<file path="src/rtl/irq_pin_pkg.sv">
package irq_pin_pkg;
  localparam int unsigned NUM_SRC = 3;
  localparam int unsigned CFG_W   = 8;
  // Bits that a control write can set; all other bits are reserved.
  localparam logic [CFG_W-1:0] CFG_WMASK = 8'hEC;

  // Source index order matches the enable bits: index 2 is bit 7.
  localparam int unsigned SRC_PFAIL = 0;
  localparam int unsigned SRC_ALARM = 1;
  localparam int unsigned SRC_WDOG  = 2;

  typedef struct packed {
    logic       en_wdog;
    logic       en_alarm;
    logic       en_pfail;
    logic       rsv4;
    logic       act_high;
    logic       pulse_mode;
    logic [1:0] rsv10;
  } irq_cfg_t;
endpackage

</file>
<file path="src/rtl/irq_cfg_reg.sv">
module irq_cfg_reg
  import irq_pin_pkg::*;
(
  input  logic             clk,
  input  logic             rst_n,
  input  logic             wr,
  input  logic [CFG_W-1:0] wdata,
  output irq_cfg_t         cfg,
  output logic [CFG_W-1:0] rdata
);
  logic [CFG_W-1:0] store_q;

  always_ff @(posedge clk or negedge rst_n) begin
    if (!rst_n)  store_q <= '0;
    else if (wr) store_q <= wdata & CFG_WMASK;
  end

  assign cfg   = irq_cfg_t'(store_q);
  assign rdata = store_q;
endmodule

</file>
<file path="src/rtl/irq_src_gate.sv">
module irq_src_gate #(
  parameter int unsigned N = 3
) (
  input  logic [N-1:0] evt,
  input  logic [N-1:0] en,
  output logic         fire
);
  logic [N-1:0] gated;

  for (genvar i = 0; i < N; i++) begin : g_src
    assign gated[i] = evt[i] & en[i];
  end

  assign fire = |gated;
endmodule

</file>
<file path="src/rtl/irq_pulse_timer.sv">
module irq_pulse_timer #(
  parameter int unsigned PULSE_TICKS = 7
) (
  input  logic clk,
  input  logic rst_n,
  input  logic clr,
  input  logic start,
  input  logic tick,
  output logic active
);
  localparam int unsigned CNT_W = $clog2(PULSE_TICKS + 1);
  localparam logic [CNT_W-1:0] LOAD = CNT_W'(PULSE_TICKS);

  logic [CNT_W-1:0] left_q;

  always_ff @(posedge clk or negedge rst_n) begin
    if (!rst_n)                        left_q <= '0;
    else if (clr)                      left_q <= '0;
    else if (start)                    left_q <= LOAD;
    else if (tick && left_q != '0)     left_q <= left_q - 1'b1;
  end

  assign active = (left_q != '0);
endmodule

</file>
<file path="src/rtl/irq_level_latch.sv">
module irq_level_latch (
  input  logic clk,
  input  logic rst_n,
  input  logic clr,
  input  logic set,
  input  logic release_i,
  output logic active
);
  always_ff @(posedge clk or negedge rst_n) begin
    if (!rst_n)         active <= 1'b0;
    else if (clr)       active <= 1'b0;
    else if (set)       active <= 1'b1;
    else if (release_i) active <= 1'b0;
  end
endmodule

</file>
<file path="src/rtl/irq_pin_drive.sv">
module irq_pin_drive (
  input  logic active,
  input  logic act_high,
  output logic pin,
  output logic oe
);
  always_comb begin
    if (act_high) begin
      pin = active;
      oe  = 1'b1;
    end else begin
      pin = 1'b0;
      oe  = active;
    end
  end
endmodule

</file>
<file path="src/rtl/irq_pin_ctrl.sv">
module irq_pin_ctrl
  import irq_pin_pkg::*;
#(
  parameter int unsigned PULSE_TICKS = 7
) (
  input  logic       clk,
  input  logic       rst_n,
  input  logic       cfg_wr,
  input  logic [7:0] cfg_wdata,
  output logic [7:0] cfg_rdata,
  input  logic       evt_wdog,
  input  logic       evt_alarm,
  input  logic       evt_pfail,
  input  logic       flags_rd,
  input  logic       tick_32hz,
  output logic       irq_pin,
  output logic       irq_oe
);
  irq_cfg_t           cfg;
  logic [NUM_SRC-1:0] evt_vec;
  logic [NUM_SRC-1:0] en_vec;
  logic               fire;
  logic               pulse_act;
  logic               level_act;
  logic               irq_active;

  irq_cfg_reg u_cfg (
    .clk   (clk),
    .rst_n (rst_n),
    .wr    (cfg_wr),
    .wdata (cfg_wdata),
    .cfg   (cfg),
    .rdata (cfg_rdata)
  );

  always_comb begin
    evt_vec            = '0;
    en_vec             = '0;
    evt_vec[SRC_WDOG]  = evt_wdog;
    evt_vec[SRC_ALARM] = evt_alarm;
    evt_vec[SRC_PFAIL] = evt_pfail;
    en_vec[SRC_WDOG]   = cfg.en_wdog;
    en_vec[SRC_ALARM]  = cfg.en_alarm;
    en_vec[SRC_PFAIL]  = cfg.en_pfail;
  end

  irq_src_gate #(.N(NUM_SRC)) u_gate (
    .evt  (evt_vec),
    .en   (en_vec),
    .fire (fire)
  );

  irq_pulse_timer #(.PULSE_TICKS(PULSE_TICKS)) u_pulse (
    .clk    (clk),
    .rst_n  (rst_n),
    .clr    (cfg_wr),
    .start  (fire & cfg.pulse_mode),
    .tick   (tick_32hz),
    .active (pulse_act)
  );

  irq_level_latch u_level (
    .clk       (clk),
    .rst_n     (rst_n),
    .clr       (cfg_wr),
    .set       (fire & ~cfg.pulse_mode),
    .release_i (flags_rd),
    .active    (level_act)
  );

  assign irq_active = cfg.pulse_mode ? pulse_act : level_act;

  irq_pin_drive u_drive (
    .active   (irq_active),
    .act_high (cfg.act_high),
    .pin      (irq_pin),
    .oe       (irq_oe)
  );
endmodule

</file>
<file path="config.mk">
export PLATFORM = sky130hd
export DESIGN_NAME = irq_pin_ctrl
export DESIGN_NICKNAME = d
export VERILOG_FILES = /design/src/rtl/irq_pin_pkg.sv /design/src/rtl/irq_cfg_reg.sv /design/src/rtl/irq_src_gate.sv /design/src/rtl/irq_pulse_timer.sv /design/src/rtl/irq_level_latch.sv /design/src/rtl/irq_pin_drive.sv /design/src/rtl/irq_pin_ctrl.sv
export SDC_FILE = /design/constraint.sdc
export NUM_CORES = 1
export LEC_CHECK = 0
export CAP_MARGIN = 30
export CELL_PAD_IN_SITES_DETAIL_PLACEMENT = 1
export CELL_PAD_IN_SITES_GLOBAL_PLACEMENT = 1
export CORE_MARGIN = 2
export CORE_UTILIZATION = 31
export CTS_CLUSTER_SIZE = 10
export DETAILED_ROUTE_END_ITERATION = 6
export DONT_BUFFER_PORTS = 1
export GPL_ROUTABILITY_DRIVEN = 0
export GPL_TIMING_DRIVEN = 0
export PLACE_DENSITY = 0.59
export SETUP_SLACK_MARGIN = 0.3
export SLEW_MARGIN = 10
export SYNTH_ARGS = -nofsm -noshare
export SYNTH_HDL_FRONTEND = slang
export SYNTH_SLANG_ARGS = --single-unit
</file>
<file path="constraint.sdc">
create_clock -name clk -period 1.7 [get_ports clk]
set_clock_uncertainty 0.2 [all_clocks]
set_input_delay 0.34 -clock clk [delete_from_list [all_inputs] [get_ports clk]]
set_output_delay 0.34 -clock clk [all_outputs]
set_load 0.005 [all_outputs]
</file>
After elaboration in Yosys (flattened, before gate mapping)
Index checks and enable logic that the tools add are counted.
Operators by class
  add/subtract/negate cells: 1
  muxes and demuxes: 9
  bitwise gates (word level): 6
  reductions and logical operators: 5
Operator list (number)
  $mux 3: 3
  $reduce_bool 3->1: 3
  $mux 1: 6
  $and 1x1->1: 5
  $reduce_or 3->1: 1
  $sub 3x1->3 const B: 1
  $logic_and 1x1->1: 1
  $not 1->1: 1
Storage, ports and cells
  register bits after elaboration: 9
  bits of input ports: 16
  output and inout bits: 10

Depth between registers and ports, before layout
Gate-level depths: netlist (run 1).
  word-level depth: 5
  gate-level depth with buffers: 5
  mapped depth without buffers: 5

Cells and area by module
A second synthesis (run 1) with hierarchy kept.
Second synthesis, totals
  cell total of the unflattened synthesis: 51
  area total of the unflattened synthesis: 565.5 sq um
By module, submodules not included
  irq_cfg_reg: times used 1, cells each 22, area an instance 267.8 sq um
  irq_pulse_timer: times used 1, cells each 18, area an instance 195.2 sq um
  irq_level_latch: times used 1, cells each 4, area an instance 43.8 sq um
  irq_pin_ctrl: times used 1, cells each 3, area an instance 31.3 sq um
  irq_pin_drive: times used 1, cells each 2, area an instance 13.8 sq um
  irq_src_gate: times used 1, cells each 2, area an instance 13.8 sq um

Worst setup path before layout (run 1)
OpenSTA, ideal clock, no wires.
  path type: register -> register
  start: register u_pulse.left_q[0]
  end: register u_pulse.left_q[1]
  arrival time: 1.176 ns
  slack: 0.220 ns
  stages on the path, launching flop included: 5
  buffers on the path: 0
  cells stage by stage: dfrtp_1 -> inv_1 -> ha_1 -> or4_1 -> o311ai_1
On the way
  cells in the longest elaborated chain, start to end: 4
  elaborated cells on any way between the ends: 7
Ends and longest elaborated chain
  from (decl): line irq_pulse_timer.sv:14  | logic [CNT_W-1:0] left_q;
  from (signal assigned): line irq_pulse_timer.sv:20  | else if (tick && left_q != '0) left_q <= left_q - 1'b1;
  $sub 3x1->3: line irq_pulse_timer.sv:20
  $mux 3: line irq_pulse_timer.sv:20
  $mux 3: line irq_pulse_timer.sv:19  | else if (start) left_q <= LOAD;
  $mux 3: line irq_pulse_timer.sv:18  | else if (clr) left_q <= '0;
Several ways; a longest one is shown, not always the timed one. The select of a mux whose other input is x is not followed.
A chain may end at the register's enable or synchronous reset.

Worst setup path in the final report (run 1)
  start: register u_pulse.left_q[0]
  end: output irq_oe
On the way
  cells in the longest elaborated chain, start to end: 3
Ends and longest elaborated chain
  $reduce_bool 3->1: line irq_pulse_timer.sv:23  | assign active = (left_q != '0);
  $mux 1: line irq_pin_ctrl.sv:71  | assign irq_active = cfg.pulse_mode ? pulse_act : level_act;
  $mux 1: line irq_pin_drive.sv:8  | if (act_high) begin
  to (decl): line irq_pin_ctrl.sv:17  | output logic irq_oe
Every way passes these cells.

==> results.md, run 1 <==
- After detailed routing, the average wire length per cell comes to 14.66 um.
- The final route contains 402 vias.
- The number of H-tree levels is 1.
- Counting cells, the worst reg-to-reg path comes to 7.
- The worst setup path is captured at a primary output.
- The number of inserted filler cells in the final layout is 186.
- TritonCTS built the clock tree.
- In the final layout, the multi-input gates occupy 285.3 um2.
- The critical path goes through inv_2 -> ha_4 -> nand2b_4 -> mux2i_2 -> nand2b_1.
- The worst setup path is of the flop to primary output kind.
- The initial antenna violation count came to 0.
- The Yosys step of the flow raised 0 warnings.
- The post-layout utilization of the core is 45.93%.
- Counting buffers and inverters, the worst setup path is 5 cells deep.
- The tree is rooted in a sky130_fd_sc_hd__clkbuf_4.
- For this design the ratio of total power to cell area is 1038 nW/um2.
- The number of sinks driven by the clock tree is 9.
- The combinational fraction of design power is 39.1%.
- The first-pass GRT wire length is 1.842 mm.
- For this configuration, the core starts out at a cell density of 32.81%.
- In this run the worst path has a maximum fanout of 2.
- The startpoint type of the worst setup path is a flop.
- Once layout is complete, the cells apart from fillers number 79.
- The total negative slack is -0.1034 ns.
- The analysis attributes to net switching a power of 0.2128 mW.
- The detailed router's first-iteration violation count is 2.
- The final period utilization is 102.6%.
- The first TritonRoute pass finished after 4 iterations.
- The buffer and inverter count on the worst path is 1.
- The average cell area after synthesis is 10.74 um2.
- The cell at the slowest stage of the critical path is sky130_fd_sc_hd__dfrtp_1.
- The CTS buffer count is 3.
- The number of antenna diodes is 0.
- The post-synthesis cell count is 46.
- Clock-pin slew was measured on the worst setup and hold paths at 0.06 ns.
- The part of the total power dissipated in the clock network is 23.3%.
- The overall global routing resource usage is 13.91%.
- The total placed cells including tap cells is 64.
- From bottom edge to top edge, the die measures 43.93 um.
- Along the worst hold path, the cell count comes to 1.
- The maximum achievable frequency is 573.3 MHz.
- Data arrives at the worst endpoint at 1.20 ns.
- Once detail routing completed, the nets flagged for antenna violations numbered 0.
- The switching share of power is 29.62%.
- The number of hold-slack violations in the final timing report is 0.
- The via density per instance is 5.089.
- The die covers 1930 um2.
- During I/O placement, the number of pins put on the boundary was 26.
- The initialized floorplan defines 14 standard-cell rows.
- Grouping stages by cell kind, the critical path spends the most delay in flip-flops.
- The number of different library cells used by synthesis comes to 23.
- IR analysis of the VDD net gives a maximum drop of 410.5 uV.
- The area growth from synthesis to layout is 40.00%.
- The number of max-cap violations is 0.
- The total wirelength of the detailed-routed design is 1.158 mm.
- No sink is reached through more buffers than the 2 on the longest clock path.
- After layout, the minimum clock period comes to 1.744 ns.
- The number of global-route vias before repair is 430.
- Global routing finished with a remaining overflow of 0.
- From left edge to right edge, the die measures 43.93 um.
- The clock latency of the later-clocked register in the worst-skew pair is 0.26 ns.
- The post-route netlist has 55.56% of its cells at a drive strength greater than 1.
- Detailed placement finished with a half-perimeter wire length of 820.7 um.
- The max-slew violation count is 0.
- The final layout contains 82 nets.
- The maximum number of pins on one net before global-route repair is 11.
- The area of the core region is 1506 um2.
- The library cell used most frequently in the layout, excluding fill and tap cells, is sky130_fd_sc_hd__buf_4.
- The worst-case setup margin in the final layout is -0.04418 ns.
- The library cells used most frequently in the layout, excluding fill and tap cells, are 13 x sky130_fd_sc_hd__buf_4, 9 x sky130_fd_sc_hd__dfrtp_1, 5 x sky130_fd_sc_hd__mux2_2.
- The number of remaining DRC errors is 0.
- Cell internal power was estimated by the tool at 0.5057 mW.
- The classification of the worst-slack hold path is input port to flop.
- Setup repair after global routing could not meet its margin everywhere.
- The leakage power figure is 0.3115 nW.
- Summing the sequential cell areas from Yosys gives 45.57% of the chip area.
- Data on the critical path is required at its endpoint by 1.16 ns.
- Across the whole layout, storage elements account for 225.2 um2.
- The final reports fail on negative setup slack.
- The post-synthesis register bit count is 9.
- The count of buffers added on input and output ports is 0.
- The run finished, with violations left.
- Registers are responsible for 37.6% of the overall power.
- On the worst path, the slowest cell contributes a delay of 0.39 ns.
- The summed instance area of the synthesized netlist is 494.2 um2.
- The count of final setup violators is 3.
-- per-stage QoR --
| stage | setup slack (ns) | hold slack (ns) | power, mW | instance area [um2] |
|---|---|---|---|---|
| final | -0.04418 | 0.02454 | 0.7185 | 691.9 |
| after global routing | -0.1034 | 0.01886 | 0.7720 | 691.9 |
| after CTS | -0.07062 | 0.01535 | 0.6790 | 643.1 |
| after detailed placement | 0.1344 | -0.1554 | 0.4182 | 534.3 |
| after global placement | 0.1940 | -0.1554 | 0.4065 | 534.3 |
| after floorplan | 0.2371 | -0.1556 | 0.3844 | 514.2 |
-- path summary, 6_finish.rpt --
check	start	to	slack, ns
max	u_pulse.left_q[0]	irq_oe	-0.04
min	cfg_wdata[2]	u_cfg.cfg[2]	0.02
max reg2reg	u_pulse.left_q[0]	u_pulse.left_q[1]	-0.03
min reg2reg	u_level.active	u_level.active	0.30
max in group asynchronous	rst_n	u_cfg.cfg[5]	0.79
min in group asynchronous	rst_n	u_pulse.left_q[0]	0.23
-- state kept, by name, indices dropped and copies added, names as in the netlist --
name            cells
u_level.active      1
u_pulse.left_q      3
u_cfg.cfg           5
-- power by group through the flow --
stage | clock network [mW] | logic (mW) | registers [mW]
2_1_floorplan | 0 | 0.120 | 0.265
3_3_place_gp | 0 | 0.137 | 0.269
3_5_place_dp | 0 | 0.146 | 0.272
4_1_cts | 0.177 | 0.230 | 0.272
5_1_grt | 0.190 | 0.307 | 0.275
6_report | 0.167 | 0.281 | 0.271
-- per-layer routing --
layer  track usage [%]  up-vias  wire (um)
met5                 0        -          0
li1                  -      188          -
met2             21.76       14        619
met1             15.06      196        436
met4             12.73        0         34
met3             3.750        4         67
-- logic make-up after synthesis --
logic type | Yosys count | synth area share [%]
compound gates | 7 | 9.621
fa+ha+maj | 2 | 5.062
buf+inv | 8 | 9.366
flops | 9 | 45.57
mux | 6 | 13.42
other cells | 1 | 0.7588
simple gates | 13 | 16.20
-- what timing repair did --
item                                    in CTS  in global routing
hold buffers                                 1                  0
endpoints found under the setup margin       5                  7
resized for setup                            7                  3
pin swaps                                    5                  4
buffers inserted                             5                  5
endpoints found under the hold margin        9                  0
-- cell type report --
cell class	count	area share, %
Buffer	5	5.063
Clock buffer	4	3.797
Inverter	3	1.627
Multi-Input combinational cell	31	41.23
Sequential cell	9	32.55
Tap cell	16	2.893
Timing Repair Buffer	11	12.84
-- cells in the mapped netlist (all sizes together) --
cell type	count	area share [%]
or3b	1	1.8
o21ai	1	1.0
nand3	1	1.0
inv	3	2.3
buf	5	7.1
a222oi	1	2.0
mux2	5	11
o31ai	1	1.5
nand2b	3	3.8
conb	1	0.76
nor2b	2	2.5
or4	1	1.5
nand2	2	1.5
nor2	2	1.5
ha	2	5.1
dfrtp	9	46
a21oi	2	2.0
mux2i	1	2.0
a31oi	1	1.3
o311ai	1	1.8
and4bb	1	2.5
Note: power is estimated with default switching activity, not from simulation.
==> run 2: changes to the inputs <==
--- a/config.mk
+++ b/config.mk
@@ -17,7 +17,7 @@
 export GPL_TIMING_DRIVEN = 0
 export PLACE_DENSITY = 0.59
 export SETUP_SLACK_MARGIN = 0.3
-export SLEW_MARGIN = 10
 export SYNTH_ARGS = -nofsm -noshare
 export SYNTH_HDL_FRONTEND = slang
 export SYNTH_SLANG_ARGS = --single-unit
+export TNS_END_PERCENT = 5
==> run 2 against run 1 <==
The flow still finishes with violations (negative setup slack); sequential power is essentially flat; clock power shrank 3%; maximum frequency grew 0.91%; core utilization shrank 3.3 points; via count shrank 8.5%; power shrank 8.1%; critical endpoint unchanged; largest cell class unchanged.
==> results.md, run 2 (synthesis gave the netlist of run 1 again) <==
- The layout has 179 filler cells.
- The count of non-filler cells in the finished layout is 72.
- The I/O pin count is 26.
- The max-slew violation count is 0.
- The total overflow left after global routing is 0.
- The register with the most flip-flops in the layout has 5 of them.
- CTS built an H-tree with a depth of 1.
- The total placed cells including tap cells is 64.
- The checks that failed: negative setup slack.
- The wire length per cell after detailed routing is 14.85 um.
- The number of input and output port buffers inserted is 0.
- The number of hold-slack violations in the final timing report is 0.
- The part of the total power dissipated in sequential elements is 41.0%.
- Setup repair after global routing could not meet its margin everywhere.
- The routed design could run at a clock period as short as 1.728 ns.
- The switching share of power is 30.14%.
- The signed area change from the synthesized netlist to the final layout is 29.87%.
- In this run the tightest slew margin relative to its limit is 66.39%.
- The worst setup path is captured at a primary output.
- The detailed-placement wirelength estimate is 812.4 um.
- The count of nets left with antenna violations once routing finished came out at 0.
- The clock latency of the later-clocked register in the worst-skew pair is 0.26 ns.
- For this run, the total global-route usage over all layers was measured as 12.67%.
- The first detailed-routing pass took 4 iterations.
- The startpoint type of the worst setup path is a flop.
- The worst-case setup margin in the final layout is -0.02846 ns.
- The maximum achievable frequency is 578.6 MHz.
- The floorplan step defined a die boundary enclosing 1930 um2.
- The maximum fanout along the worst path is 3.
- Adding up every negative setup slack in the final design gives -0.03700 ns.
- The analysis attributes to net switching a power of 0.1991 mW.
- The number of max-cap violations is 0.
- The repair_antennas step left the layout with diodes totalling 0.
- The final period utilization is 101.7%.
- In the routed design, unresolved DRC markers number 0.
- TritonCTS built the clock tree.
- Power spread over the standard cell area amounts to 1029 nW/um2.
- The part of the total power dissipated in the clock network is 24.6%.
- The first-pass GRT wire length is 1.773 mm.
- The combined area of the multi-input logic cells is 291.5 um2.
- The number of global-route vias before repair is 407.
- Using the TritonRoute via totals, the vias-per-cell ratio works out to 5.111.
- Clock-pin slew was measured on the worst setup and hold paths at 0.06 ns.
- The maximum number of pins on one net before global-route repair is 11.
- The library cells used most frequently in the layout, excluding fill and tap cells, are 9 x sky130_fd_sc_hd__dfrtp_1, 7 x sky130_fd_sc_hd__buf_4, 5 x sky130_fd_sc_hd__mux2_2.
- The required time of the worst setup path is 1.16 ns.
- Leaving out fill and tap cells, the most frequent cell in the layout is sky130_fd_sc_hd__dfrtp_1.
- The final layout contains 75 nets.
- The floorplan has 14 rows.
- After routing the design area is 641.9 um2.
- Across all layers, the routed design uses 368 vias.
- The run finished, with violations left.
- The floorplan step set the die width to 43.93 um.
- The die is 43.93 um tall.
- The instance area at placement is 521.8 um2.
- The total wirelength of the detailed-routed design is 1.069 mm.
- The number of sinks driven by the clock tree is 9.
- The longest clock path from root to sink contains 2 buffers.
- For this block, the initial DRC count from the detailed router was 7.
- The worst setup path is of the flop to primary output kind.
- The footprint of the flip-flops and latches is 225.2 um2.
- Data arrives at the worst endpoint at 1.19 ns.
- IR analysis of the VDD net gives a maximum drop of 437.3 uV.
- At the pin with the least slew margin, the transition time is 0.5042 ns.
- The post-layout utilization of the core is 42.61%.
- The count of final setup violators is 2.
- The master cell of the clock root buffer is sky130_fd_sc_hd__clkbuf_4.
- Combinational logic burns 34.5% of the power.
- For this configuration, the core starts out at a cell density of 32.81%.
- The area of the core region is 1506 um2.
- The cell-internal power is 0.4615 mW.
- The CTS buffer count is 3.
- The leakage power figure is 0.2787 nW.
- The initial antenna violation count came to 0.
- The worst reg-to-reg setup slack is 0.08 ns.
- The share of layout cells above drive strength 1 is 50.00%.
- The path class of the tightest hold or removal check is input port to flop.
[run 2: changes by cell type in the layout (fill, tap and decap cells not counted), sizes merged]
| cell | change |
|---|---|
| buf | -7 |
[run 2: final timing paths]
| path | startpoint | cells past startpoint | endpoint |
|---|---|---|---|
| worst max-delay path | u_pulse.left_q[0] | 5 | irq_oe |
| worst min-delay path | cfg_wdata[5] | 1 | u_cfg.cfg[5] |
| worst max register to register | u_pulse.left_q[0] | 5 | u_pulse.left_q[1] |
| worst min register to register | u_level.active | 2 | u_level.active |
| max in group asynchronous | rst_n | 1 | u_cfg.cfg[3] |
| min in group asynchronous | rst_n | 1 | u_pulse.left_q[1] |
[run 2: stage by stage]
stage	worst slack (ns)	total power [mW]	hold WS (ns)
floorplan	0.2320	0.3732	-0.1556
global placement	0.1664	0.3930	-0.1553
detailed placement	0.1212	0.4039	-0.1553
CTS	-0.07396	0.6480	0.01418
global route	-0.1139	0.7218	0.01252
finish	-0.02846	0.6607	0.02663
[run 2: worst max-delay path, cell delays in order (launching register included)]
cell and delay (ns):
sky130_fd_sc_hd__dfrtp_1 0.39, sky130_fd_sc_hd__inv_2 0.08, sky130_fd_sc_hd__ha_4 0.15, sky130_fd_sc_hd__nand2b_4 0.06, sky130_fd_sc_hd__mux2i_4 0.14, sky130_fd_sc_hd__nand2b_1 0.10
[run 2: area by class of cell]
| cell class | instances | share of cell area, % |
|---|---|---|
| tap | 16 | 3.119 |
| sequential | 9 | 35.09 |
| timing repair buffer | 4 | 5.068 |
| clock buffer | 4 | 4.094 |
| buffer | 5 | 5.458 |
| inverter | 3 | 1.754 |
| multi-input combinational | 31 | 45.42 |
[run 2: repair_timing]
item,CTS,global route
endpoints found under the setup margin,5,6
resized for setup,8,4
hold endpoints to repair,9,0
setup buffers,3,0
hold buffers,1,0
pin swaps,6,7
[run 2: power by group through the flow]
stage	Sequential [mW]	Combinational [mW]	Clock, mW
after floorplan	0.263	0.110	0
after global placement	0.268	0.125	0
after detailed placement	0.270	0.134	0
after CTS	0.270	0.203	0.175
after global routing	0.276	0.255	0.191
final	0.271	0.228	0.162
[run 2: metal layers]
metal | GRT usage (%) | up-vias | wire length [um]
met1 | 14.43 | 173 | 414
li1 | - | 175 | -
met4 | 7.273 | 0 | 18
met5 | 0 | - | 0
met3 | 3.333 | 2 | 80
met2 | 21.18 | 18 | 556
